`src/rtl/pwm_timer_pkg.sv`:
```
package pwm_timer_pkg;

    typedef enum logic [1:0] {
        K_NORMAL = 2'd0,
        K_CTC    = 2'd1,
        K_FAST   = 2'd2,
        K_PHASE  = 2'd3
    } kind_e;

    typedef enum logic [1:0] {
        UPD_NOW    = 2'd0,
        UPD_TOP    = 2'd1,
        UPD_BOTTOM = 2'd2
    } upd_e;

    typedef struct packed {
        kind_e kind;
        logic  top_from_a;
        upd_e  upd;
    } mode_cfg_t;

    typedef struct packed {
        logic ovf;
        logic wrap;
        logic turn_top;
        logic step_up;
    } cnt_ev_t;

    function automatic mode_cfg_t decode_mode(input logic [2:0] m);
        mode_cfg_t c;
        case (m)
            3'd1:    c = '{kind: K_PHASE, top_from_a: 1'b0, upd: UPD_TOP};
            3'd2:    c = '{kind: K_CTC,   top_from_a: 1'b1, upd: UPD_NOW};
            3'd3:    c = '{kind: K_FAST,  top_from_a: 1'b0, upd: UPD_BOTTOM};
            3'd5:    c = '{kind: K_PHASE, top_from_a: 1'b1, upd: UPD_TOP};
            3'd7:    c = '{kind: K_FAST,  top_from_a: 1'b1, upd: UPD_BOTTOM};
            default: c = '{kind: K_NORMAL, top_from_a: 1'b0, upd: UPD_NOW};
        endcase
        return c;
    endfunction

    function automatic logic is_pwm(input kind_e k);
        return (k == K_FAST) || (k == K_PHASE);
    endfunction

endpackage

```
`src/rtl/pwm_timer_count.sv`:
```
module pwm_timer_count
    import pwm_timer_pkg::*;
#(
    parameter int W = 8
) (
    input  logic         clk,
    input  logic         rst,
    input  logic         tick,
    input  kind_e        kind,
    input  logic [W-1:0] top,
    output logic [W-1:0] cnt,
    output cnt_ev_t      ev
);
    localparam logic [W-1:0] MAXV = '1;
    localparam logic [W-1:0] ONE  = W'(1);

    logic [W-1:0] cnt_q, cnt_d;
    logic         up_q, up_d;
    cnt_ev_t      ev_raw;

    always_comb begin
        cnt_d  = cnt_q + ONE;
        up_d   = 1'b1;
        ev_raw = '0;
        case (kind)
            K_PHASE: begin
                up_d = up_q;
                ev_raw.step_up = (up_q && (cnt_q < top)) || (cnt_q == '0);
                if (up_q) begin
                    if (cnt_q >= top) begin
                        ev_raw.turn_top = 1'b1;
                        if (top == '0) begin
                            cnt_d = '0;
                        end else begin
                            cnt_d = cnt_q - ONE;
                            up_d  = 1'b0;
                        end
                    end
                end else if (cnt_q == '0) begin
                    ev_raw.ovf = 1'b1;
                    up_d       = 1'b1;
                    cnt_d      = (top == '0) ? '0 : ONE;
                end else begin
                    cnt_d = cnt_q - ONE;
                end
            end
            K_FAST: begin
                ev_raw.step_up = 1'b1;
                if (cnt_q == top) begin
                    ev_raw.wrap = 1'b1;
                    ev_raw.ovf  = 1'b1;
                    cnt_d       = '0;
                end
            end
            K_CTC: begin
                ev_raw.step_up = 1'b1;
                ev_raw.ovf     = (cnt_q == MAXV);
                if (cnt_q == top) begin
                    ev_raw.wrap = 1'b1;
                    cnt_d       = '0;
                end
            end
            default: begin
                ev_raw.step_up = 1'b1;
                ev_raw.ovf     = (cnt_q == MAXV);
                ev_raw.wrap    = (cnt_q == MAXV);
            end
        endcase
    end

    always_ff @(posedge clk) begin
        if (rst) begin
            cnt_q <= '0;
            up_q  <= 1'b1;
        end else if (tick) begin
            cnt_q <= cnt_d;
            up_q  <= up_d;
        end
    end

    assign cnt = cnt_q;
    assign ev  = tick ? ev_raw : '0;

endmodule

```
`src/rtl/pwm_timer_ocr.sv`:
```
module pwm_timer_ocr
    import pwm_timer_pkg::*;
#(
    parameter int W = 8
) (
    input  logic         clk,
    input  logic         rst,
    input  logic         wr,
    input  logic [W-1:0] wdata,
    input  upd_e         upd,
    input  logic         turn_top,
    input  logic         wrap,
    output logic [W-1:0] act
);
    logic [W-1:0] shadow_q, act_q;
    logic         load_pt;

    assign load_pt = ((upd == UPD_TOP) && turn_top) ||
                     ((upd == UPD_BOTTOM) && wrap);

    always_ff @(posedge clk) begin
        if (rst) begin
            shadow_q <= '0;
            act_q    <= '0;
        end else begin
            if (wr) shadow_q <= wdata;
            if (wr && (upd == UPD_NOW)) act_q <= wdata;
            else if (load_pt)           act_q <= wr ? wdata : shadow_q;
        end
    end

    assign act = act_q;

endmodule

```
`src/rtl/pwm_timer_wave.sv`:
```
module pwm_timer_wave
    import pwm_timer_pkg::*;
(
    input  logic       clk,
    input  logic       rst,
    input  kind_e      kind,
    input  logic [1:0] com,
    input  logic       match,
    input  logic       step_up,
    input  logic       wrap,
    output logic       pin,
    output logic       oe
);
    logic pin_q;

    assign oe = (com != 2'b00) && !((com == 2'b01) && is_pwm(kind));

    always_ff @(posedge clk) begin
        if (rst) begin
            pin_q <= 1'b0;
        end else begin
            case (kind)
                K_FAST: begin
                    if (com[1]) begin
                        if (wrap)       pin_q <= ~com[0];
                        else if (match) pin_q <= com[0];
                    end
                end
                K_PHASE: begin
                    if (com[1] && match) pin_q <= step_up ? com[0] : ~com[0];
                end
                default: begin
                    if (match) begin
                        case (com)
                            2'b01:   pin_q <= ~pin_q;
                            2'b10:   pin_q <= 1'b0;
                            2'b11:   pin_q <= 1'b1;
                            default: pin_q <= pin_q;
                        endcase
                    end
                end
            endcase
        end
    end

    assign pin = oe & pin_q;

endmodule

```
`src/rtl/pwm_timer8.sv`:
```
module pwm_timer8
    import pwm_timer_pkg::*;
#(
    parameter int W = 8
) (
    input  logic         clk,
    input  logic         rst,
    input  logic         tick,
    input  logic [2:0]   mode,
    input  logic [1:0]   com_b,
    input  logic         ocr_a_wr,
    input  logic [W-1:0] ocr_a_data,
    input  logic         ocr_b_wr,
    input  logic [W-1:0] ocr_b_data,
    input  logic [2:0]   flag_clr,
    output logic [W-1:0] count,
    output logic         wave_out,
    output logic         wave_oe,
    output logic         ovf_flag,
    output logic         cmpa_flag,
    output logic         cmpb_flag
);
    localparam int           NCH  = 2;
    localparam logic [W-1:0] MAXV = '1;

    mode_cfg_t              cfg;
    cnt_ev_t                ev;
    logic [W-1:0]           cnt, top_val;
    logic [NCH-1:0]         wr_v, hit_v;
    logic [NCH-1:0][W-1:0]  wd_v, act_v;
    logic                   ovf_q, cma_q, cmb_q;

    assign cfg     = decode_mode(mode);
    assign wr_v    = {ocr_b_wr, ocr_a_wr};
    assign wd_v    = {ocr_b_data, ocr_a_data};
    assign top_val = cfg.top_from_a ? act_v[0] : MAXV;

    pwm_timer_count #(.W(W)) u_count (
        .clk  (clk),
        .rst  (rst),
        .tick (tick),
        .kind (cfg.kind),
        .top  (top_val),
        .cnt  (cnt),
        .ev   (ev)
    );

    for (genvar g = 0; g < NCH; g++) begin : g_ch
        pwm_timer_ocr #(.W(W)) u_ocr (
            .clk      (clk),
            .rst      (rst),
            .wr       (wr_v[g]),
            .wdata    (wd_v[g]),
            .upd      (cfg.upd),
            .turn_top (ev.turn_top),
            .wrap     (ev.wrap),
            .act      (act_v[g])
        );
        assign hit_v[g] = tick && (cnt == act_v[g]);
    end

    pwm_timer_wave u_wave (
        .clk     (clk),
        .rst     (rst),
        .kind    (cfg.kind),
        .com     (com_b),
        .match   (hit_v[1]),
        .step_up (ev.step_up),
        .wrap    (ev.wrap),
        .pin     (wave_out),
        .oe      (wave_oe)
    );

    always_ff @(posedge clk) begin
        if (rst) begin
            ovf_q <= 1'b0;
            cma_q <= 1'b0;
            cmb_q <= 1'b0;
        end else begin
            ovf_q <= ev.ovf   | (ovf_q & ~flag_clr[0]);
            cma_q <= hit_v[0] | (cma_q & ~flag_clr[1]);
            cmb_q <= hit_v[1] | (cmb_q & ~flag_clr[2]);
        end
    end

    assign count     = cnt;
    assign ovf_flag  = ovf_q;
    assign cmpa_flag = cma_q;
    assign cmpb_flag = cmb_q;

endmodule

```
`config.mk`:
```
export PLATFORM = sky130hd
export DESIGN_NAME = pwm_timer8
export DESIGN_NICKNAME = d
export VERILOG_FILES = /design/src/rtl/pwm_timer_pkg.sv /design/src/rtl/pwm_timer_count.sv /design/src/rtl/pwm_timer_ocr.sv /design/src/rtl/pwm_timer_wave.sv /design/src/rtl/pwm_timer8.sv
export SDC_FILE = /design/constraint.sdc
export NUM_CORES = 1
export LEC_CHECK = 0
export ABC_AREA = 1
export CAP_MARGIN = 10
export CORE_ASPECT_RATIO = 1.75
export CORE_UTILIZATION = 50
export CTS_CLUSTER_SIZE = 40
export DETAILED_ROUTE_END_ITERATION = 8
export PLACE_DENSITY_LB_ADDON = 0.15
export SKIP_CTS_REPAIR_TIMING = 1
export SYNTH_ARGS = -nofsm -noshare
export SYNTH_HDL_FRONTEND = slang
export SYNTH_SLANG_ARGS = --single-unit
```
`constraint.sdc`:
```
create_clock -name clk -period 2.5 [get_ports clk]
set_clock_uncertainty 0.05 [all_clocks]
set_input_delay 0.5 -clock clk [delete_from_list [all_inputs] [get_ports clk]]
set_output_delay 0.5 -clock clk [all_outputs]
set_load 0.05 [all_outputs]
```
==> results of run 1 <==
-- area by class of cell --
| cell class | count | area (µm²) | area share (%) |
|---|---|---|---|
| multi-input cells | 363 | 1940 | 49.9 |
| flip-flops and latches | 45 | 901 | 23.2 |
| repair buffers | 75 | 686 | 17.6 |
| inverters | 47 | 176 | 4.54 |
| well taps | 78 | 97.6 | 2.51 |
| clock buffers | 6 | 72.6 | 1.87 |
| clock inverters | 2 | 15.0 | 0.386 |
-- layout by cell type (no fill, tap or decap), types with 2 or more instances in the layout --
cell type	instances
nor4_1	2
xor2_1	12
inv_2	7
a21oi_1	20
nand2_4	2
dlymetal6s2s_1	2
nor2_1	91
o21ai_0	18
inv_1	39
or2_2	2
clkbuf_8	5
o211ai_1	5
nand3_2	2
buf_4	34
xnor2_1	3
nor3_2	2
nand3b_1	2
o22ai_1	2
buf_12	2
dfxtp_1	45
ha_1	12
nor2_4	3
o21ai_2	3
nor3_4	2
mux2i_1	16
nand3_1	18
nand4_1	7
nand2_2	3
clkinvlp_4	2
nand2_1	123
nor3_1	5
clkdlybuf4s50_1	36
-- layer usage --
layer / GRT usage [%] / share of wire (%)
met2: 49.4 / 51
met4: 17.8 / 6.2
met1: 31.7 / 39
met3: 4.38 / 3.3
met5: 0 / 0
-- cells in the mapped netlist (all sizes together), types with 3 or more instances --
cell type  count
nand2        128
nor2          95
inv           46
dfxtp         45
o21ai         22
a21oi         21
nand3         20
mux2i         16
ha            14
xor2          12
clkbuf         9
nor3           9
buf            7
nand4          7
o211ai         5
xnor2          3
-- per-stage QoR --
step / setup TNS, ns / setup WS [ns]
after floorplan: -0.0552 / -0.0337
after global placement: -13.26 / -0.604
after detailed placement: -14.70 / -0.644
after CTS: -6.33 / -0.654
after global routing: -0.0955 / -0.0955
final: -0.0351 / -0.0351
-- registers in the layout (all words and copies together), names as in the netlist --
| signal | flops |
|---|---|
| u_wave.pin_q | 1 |
| g_ch.u_ocr.shadow_q | 16 |
| u_count.up_q | 1 |
| cmpb_flag | 1 |
| u_count.cnt | 8 |
| ovf_flag | 1 |
| g_ch.u_ocr.act | 16 |
| cmpa_flag | 1 |
-- where the power goes --
group / internal [W] / total [W] / switching [W]
registers: 0.000764 / 0.000809 / 0.0000447
logic: 0.000261 / 0.000629 / 0.000367
clock network: 0.000197 / 0.000466 / 0.000268
total: 0.00122 / 0.00190 / 0.000680
-- cell families after synthesis --
logic type	count (synthesis)	synth area share (%)
buffers and inverters	63	10.2
AND/OR/NAND/NOR	265	36.1
flip-flops	45	29.1
multiplexers	16	5.18
XOR/XNOR	15	4.25
AO/OA/AOI/OAI	53	9.47
adder cells (fa/ha/maj)	14	5.67
-- worst min-delay path: stages (launching register included) --
cell,delay [ns]
dfxtp_1,0.32
nand2_1,0.06
a21oi_1,0.05
-- worst max path at each step --
stage	startpoint	endpoint	slack, ns	depth (start not counted)
2_1_floorplan	mode[0]	wave_oe	-0.03	8
3_3_place_gp	mode[0]	wave_out	-0.60	11
3_5_place_dp	mode[0]	wave_out	-0.64	11
4_1_cts	mode[0]	wave_out	-0.65	11
5_1_grt	mode[0]	wave_out	-0.1	11
6_report	mode[0]	wave_out	-0.04	11
==> flow_metrics.env, run 1 <==
export IMPL_holdWs_ns=0.426
export IMPL_start_kind="input port"
export IMPL_routed_wl_um=8440
export IMPL_path_class="in2out"
export IMPL_cts_tree="done"
export IMPL_chipHeight_um=106
export IMPL_powerDensity_nw_per_um2=489
export IMPL_finalHoldViolCount=0
export IMPL_coreArea_um2=5930
export IMPL_critPathMaxFanout=5
export IMPL_min_path_cells=2
export IMPL_first_pass_iters=4
export IMPL_critPathTopFamily="simple AND/OR/NAND/NOR gates"
export IMPL_drive_gt1_share_pct=13.8
export IMPL_cts_inserted_buffers=5
export IMPL_grt_max_degree=24
export IMPL_synthTopCellsByArea="dfxtp_1, nand2_1, nor2_1, ha_1, mux2i_1"
export IMPL_dp_cells=607
export IMPL_synth_async_reset_ratio_pct=0
export IMPL_rows=37
export IMPL_r2r_end="u_count.cnt[6]"
export IMPL_slew_headroom_pct=65.5
export IMPL_cts_sinks=45
export IMPL_r2r_cells=11
export IMPL_netlist_area_um2=3090
export IMPL_synthCells=471
export IMPL_diodes=0
export IMPL_final_net_count=580
export IMPL_required_ns=1.95
export IMPL_drc=0
export IMPL_cts_max_level=2
export IMPL_wire_per_inst_um=13.7
export IMPL_failed_checks="negative setup slack"
export IMPL_total_power_w=0.00190
export IMPL_nFillCells=600
export IMPL_setup_viol=1
export IMPL_worstSetupEndpointType="output pin"
export IMPL_yosysTopAreaCell="dfxtp_1"
export IMPL_overflow=0
export IMPL_syn_to_final_growth_pct=25.9
export IMPL_hold_end="cmpa_flag"
export IMPL_start_util_pct=52.2
export IMPL_status="complete, but fails checks"
export IMPL_ys_seq_area_share_pct=29.1
export IMPL_clk_path_buf_depth=2
export IMPL_synth_edf_count=0
export IMPL_drv_cap=0
export IMPL_synth_top_area_share_pct=29.1
export IMPL_slew_violations=0
export IMPL_cp_slowest_stage_delay_ns=0.29
export IMPL_crit_arrival_ns=1.99
export IMPL_grt_pass1_vias=3123
export IMPL_r2r_start="u_count.cnt[1]"
export IMPL_grt_util_all_layers_pct=28.9
export IMPL_max_freq_mhz=394
export IMPL_min_from="cmpa_flag"
export IMPL_portBuffers=41
export IMPL_syn_mean_instance_area_um2=6.56
export IMPL_path_buf_inv=5
export IMPL_placed_area_um2=3740
export IMPL_peakVddDrop_uv=530
export IMPL_ant_nets=0
export IMPL_fin_crit_ns=2.54
export IMPL_globalplace_congestion=1.04
export IMPL_clock_latency_ns=0.31
export IMPL_routed_via_density=5.22
export IMPL_setup_ws_ns=-0.0351
export IMPL_hold_path_class="reg2reg"
export IMPL_p_leak_nw=1.90
export IMPL_drt_iter0_markers=212
export IMPL_final_instance_count_excl_fill=616
export IMPL_antenna_found_initial=0
export IMPL_period_share_pct=101
export IMPL_r2r_slack_ns=0.30
export IMPL_path_cells="clkbuf_2 > inv_2 > buf_4 > or2_2 > o21ai_2 > inv_2 > ha_4 > nor2_4 > nor2_4 > nor3_4 > buf_12"
export IMPL_cts_clk_slew_worst_paths_ns=0.09
export IMPL_stdcell_area_um2=3890
export IMPL_cts_root_buf="clkbuf_8"
export IMPL_place_hpwl_um=6630
export IMPL_fin_util_pct=65.6
export IMPL_dieWidth_um=61.4
export IMPL_grt_pass1_wl_um=14000
export IMPL_yosys_most_used_dff="dfxtp_1"
export IMPL_ios=42
export IMPL_yosys_warnings=0
export IMPL_worst_pin_slew_ns=0.515
export IMPL_die_area_um2=6510
export IMPL_synth_nets=514
export IMPL_synth_cell_types=39
export IMPL_synth_seq_cells=45
export IMPL_vias=3217
export IMPL_cp_slowest_cell="or2_2"
export IMPL_rsz0062_at_grt="true"
Note: power is estimated with default switching activity, not from simulation.
==> inputs of run 2 (changes only) <==
--- a/config.mk
+++ b/config.mk
@@ -13,6 +13,7 @@
 export DETAILED_ROUTE_END_ITERATION = 8
 export PLACE_DENSITY_LB_ADDON = 0.15
 export SKIP_CTS_REPAIR_TIMING = 1
+export SLEW_MARGIN = 20
 export SYNTH_ARGS = -nofsm -noshare
 export SYNTH_HDL_FRONTEND = slang
 export SYNTH_SLANG_ARGS = --single-unit
==> results of run 2 <==
Same layout as run 1: the final DEF is identical, and so are final timing and power.
==> inputs of run 3 (changes only) <==
--- a/config.mk
+++ b/config.mk
@@ -6,12 +6,11 @@
 export NUM_CORES = 1
 export LEC_CHECK = 0
 export ABC_AREA = 1
-export CAP_MARGIN = 10
 export CORE_ASPECT_RATIO = 1.75
 export CORE_UTILIZATION = 50
 export CTS_CLUSTER_SIZE = 40
 export DETAILED_ROUTE_END_ITERATION = 8
-export PLACE_DENSITY_LB_ADDON = 0.15
+export PLACE_DENSITY = 0.82
 export SKIP_CTS_REPAIR_TIMING = 1
 export SLEW_MARGIN = 20
 export SYNTH_ARGS = -nofsm -noshare
==> flow_metrics.env, run 3 (synthesized netlist as in run 1, its figures left out) <==
export IMPL_status="finished clean"
export IMPL_cts_clk_slew_worst_paths_ns=0.08
export IMPL_wire_per_inst_um=13.6
export IMPL_grt_pass1_wl_um=14000
export IMPL_cts_inserted_buffers=5
export IMPL_die_area_um2=6510
export IMPL_rows=37
export IMPL_drv_cap=0
export IMPL_dieWidth_um=61.4
export IMPL_overflow=0
export IMPL_ant_nets=0
export IMPL_total_power_w=0.00200
export IMPL_grt_pass1_vias=3200
export IMPL_slew_violations=0
export IMPL_hold_path_class="reg2reg"
export IMPL_crit_arrival_ns=1.85
export IMPL_powerDensity_nw_per_um2=514
export IMPL_critPathMaxFanout=5
export IMPL_fin_crit_ns=2.40
export IMPL_period_share_pct=96.0
export IMPL_portBuffers=41
export IMPL_globalplace_congestion=1.04
export IMPL_vias=3231
export IMPL_cts_max_level=2
export IMPL_cts_sinks=45
export IMPL_final_net_count=579
export IMPL_cts_root_buf="clkbuf_8"
export IMPL_syn_to_final_growth_pct=26.2
export IMPL_r2r_slack_ns=0.38
export IMPL_dp_cells=607
export IMPL_ios=42
export IMPL_required_ns=1.95
export IMPL_max_freq_mhz=417
export IMPL_finalHoldViolCount=0
export IMPL_hold_end="cmpb_flag"
export IMPL_clock_latency_ns=0.30
export IMPL_routed_via_density=5.25
export IMPL_nFillCells=553
export IMPL_drt_iter0_markers=167
export IMPL_p_leak_nw=1.90
export IMPL_final_cell_mix="nand2_1, nor2_1, dfxtp_1"
export IMPL_cts_tree="done"
export IMPL_setup_viol=0
export IMPL_slew_headroom_pct=49.3
export IMPL_setup_tns_ns=0
export IMPL_r2r_start="u_count.cnt[1]"
export IMPL_coreArea_um2=5930
export IMPL_drive_gt1_share_pct=13.6
export IMPL_grt_max_degree=24
export IMPL_worst_pin_slew_ns=0.759
export IMPL_antenna_found_initial=0
export IMPL_chipHeight_um=106
export IMPL_diodes=0
export IMPL_place_hpwl_um=6490
export IMPL_peakVddDrop_uv=539
export IMPL_final_instance_count_excl_fill=615
export IMPL_worstSetupEndpointType="output pin"
export IMPL_min_path_cells=2
export IMPL_min_from="cmpb_flag"
export IMPL_path_class="in2out"
export IMPL_r2r_cells=12
export IMPL_routed_wl_um=8390
export IMPL_drc=0
export IMPL_start_kind="input port"
export IMPL_clk_path_buf_depth=2
export IMPL_first_pass_iters=4
export IMPL_grt_util_all_layers_pct=28.8
export IMPL_final_common_cell="nand2_1"
export IMPL_r2r_end="g_ch[1].u_ocr.act[7]"
export IMPL_start_util_pct=52.2
-- run 3: cell types whose count changed in the layout (fill, tap and decap cells not counted), moves of 2 or more --
cell	change
clkinvlp_4	-2
nor2_2	+4
buf_4	-2
nor2_1	-3
buf_6	+2
-- run 3: area by class of cell --
type / instances / area (µm²) / share of cell area (%)
clock inverter: 2 / 38.8 / 0.995
timing repair buffer: 74 / 681 / 17.5
clock buffer: 6 / 72.6 / 1.86
sequential: 45 / 901 / 23.1
tap: 78 / 97.6 / 2.50
inverter: 47 / 176 / 4.52
multi-input combinational: 363 / 1930 / 49.6
-- run 3: how the worst max path moves through the flow --
stage                     startpoint        endpoint  slack [ns]
final                        mode[0]        wave_out        0.10
after detailed placement     mode[0]        wave_out       -0.59
after global placement       mode[0]        wave_out       -0.56
after floorplan              mode[0]         wave_oe       -0.03
after global routing         mode[0]  u_count.cnt[1]       -0.04
after CTS                    mode[0]        wave_out       -0.59
-- run 3: metrics by stage --
| step | hold slack, ns | cell area (µm²) | util (%) | setup WS (ns) |
|---|---|---|---|---|
| 2_1_floorplan | 0.406 | 3100 | - | -0.0337 |
| 3_3_place_gp | 0.402 | 3740 | 63.1 | -0.564 |
| 3_5_place_dp | 0.411 | 3740 | 63.1 | -0.591 |
| 4_1_cts | 0.430 | 3850 | 65.0 | -0.595 |
| 5_1_grt | 0.462 | 3900 | 65.8 | -0.0369 |
| 6_report | 0.427 | 3900 | 65.8 | 0.100 |
-- run 3: metal layers --
metal | track usage [%] | routed length (µm)
met5 | 0 | 0
met4 | 18.1 | 602
met1 | 30.5 | 3080
met3 | 4.38 | 348
met2 | 50.2 | 4350
-- run 3: critical path, cell delays in order --
cell     delay, ns
buf_4         0.10
inv_2         0.04
buf_6         0.12
or2_4         0.22
o21ai_2       0.07
inv_2         0.07
ha_4          0.17
nor2_4        0.11
nor2_4        0.07
nor3_4        0.22
buf_12        0.16
-- run 3: power breakdown --
part / internal, W / switching [W] / total [W]
registers: 0.000764 / 0.0000454 / 0.000810
clock network: 0.000300 / 0.000261 / 0.000562
logic: 0.000262 / 0.000371 / 0.000633
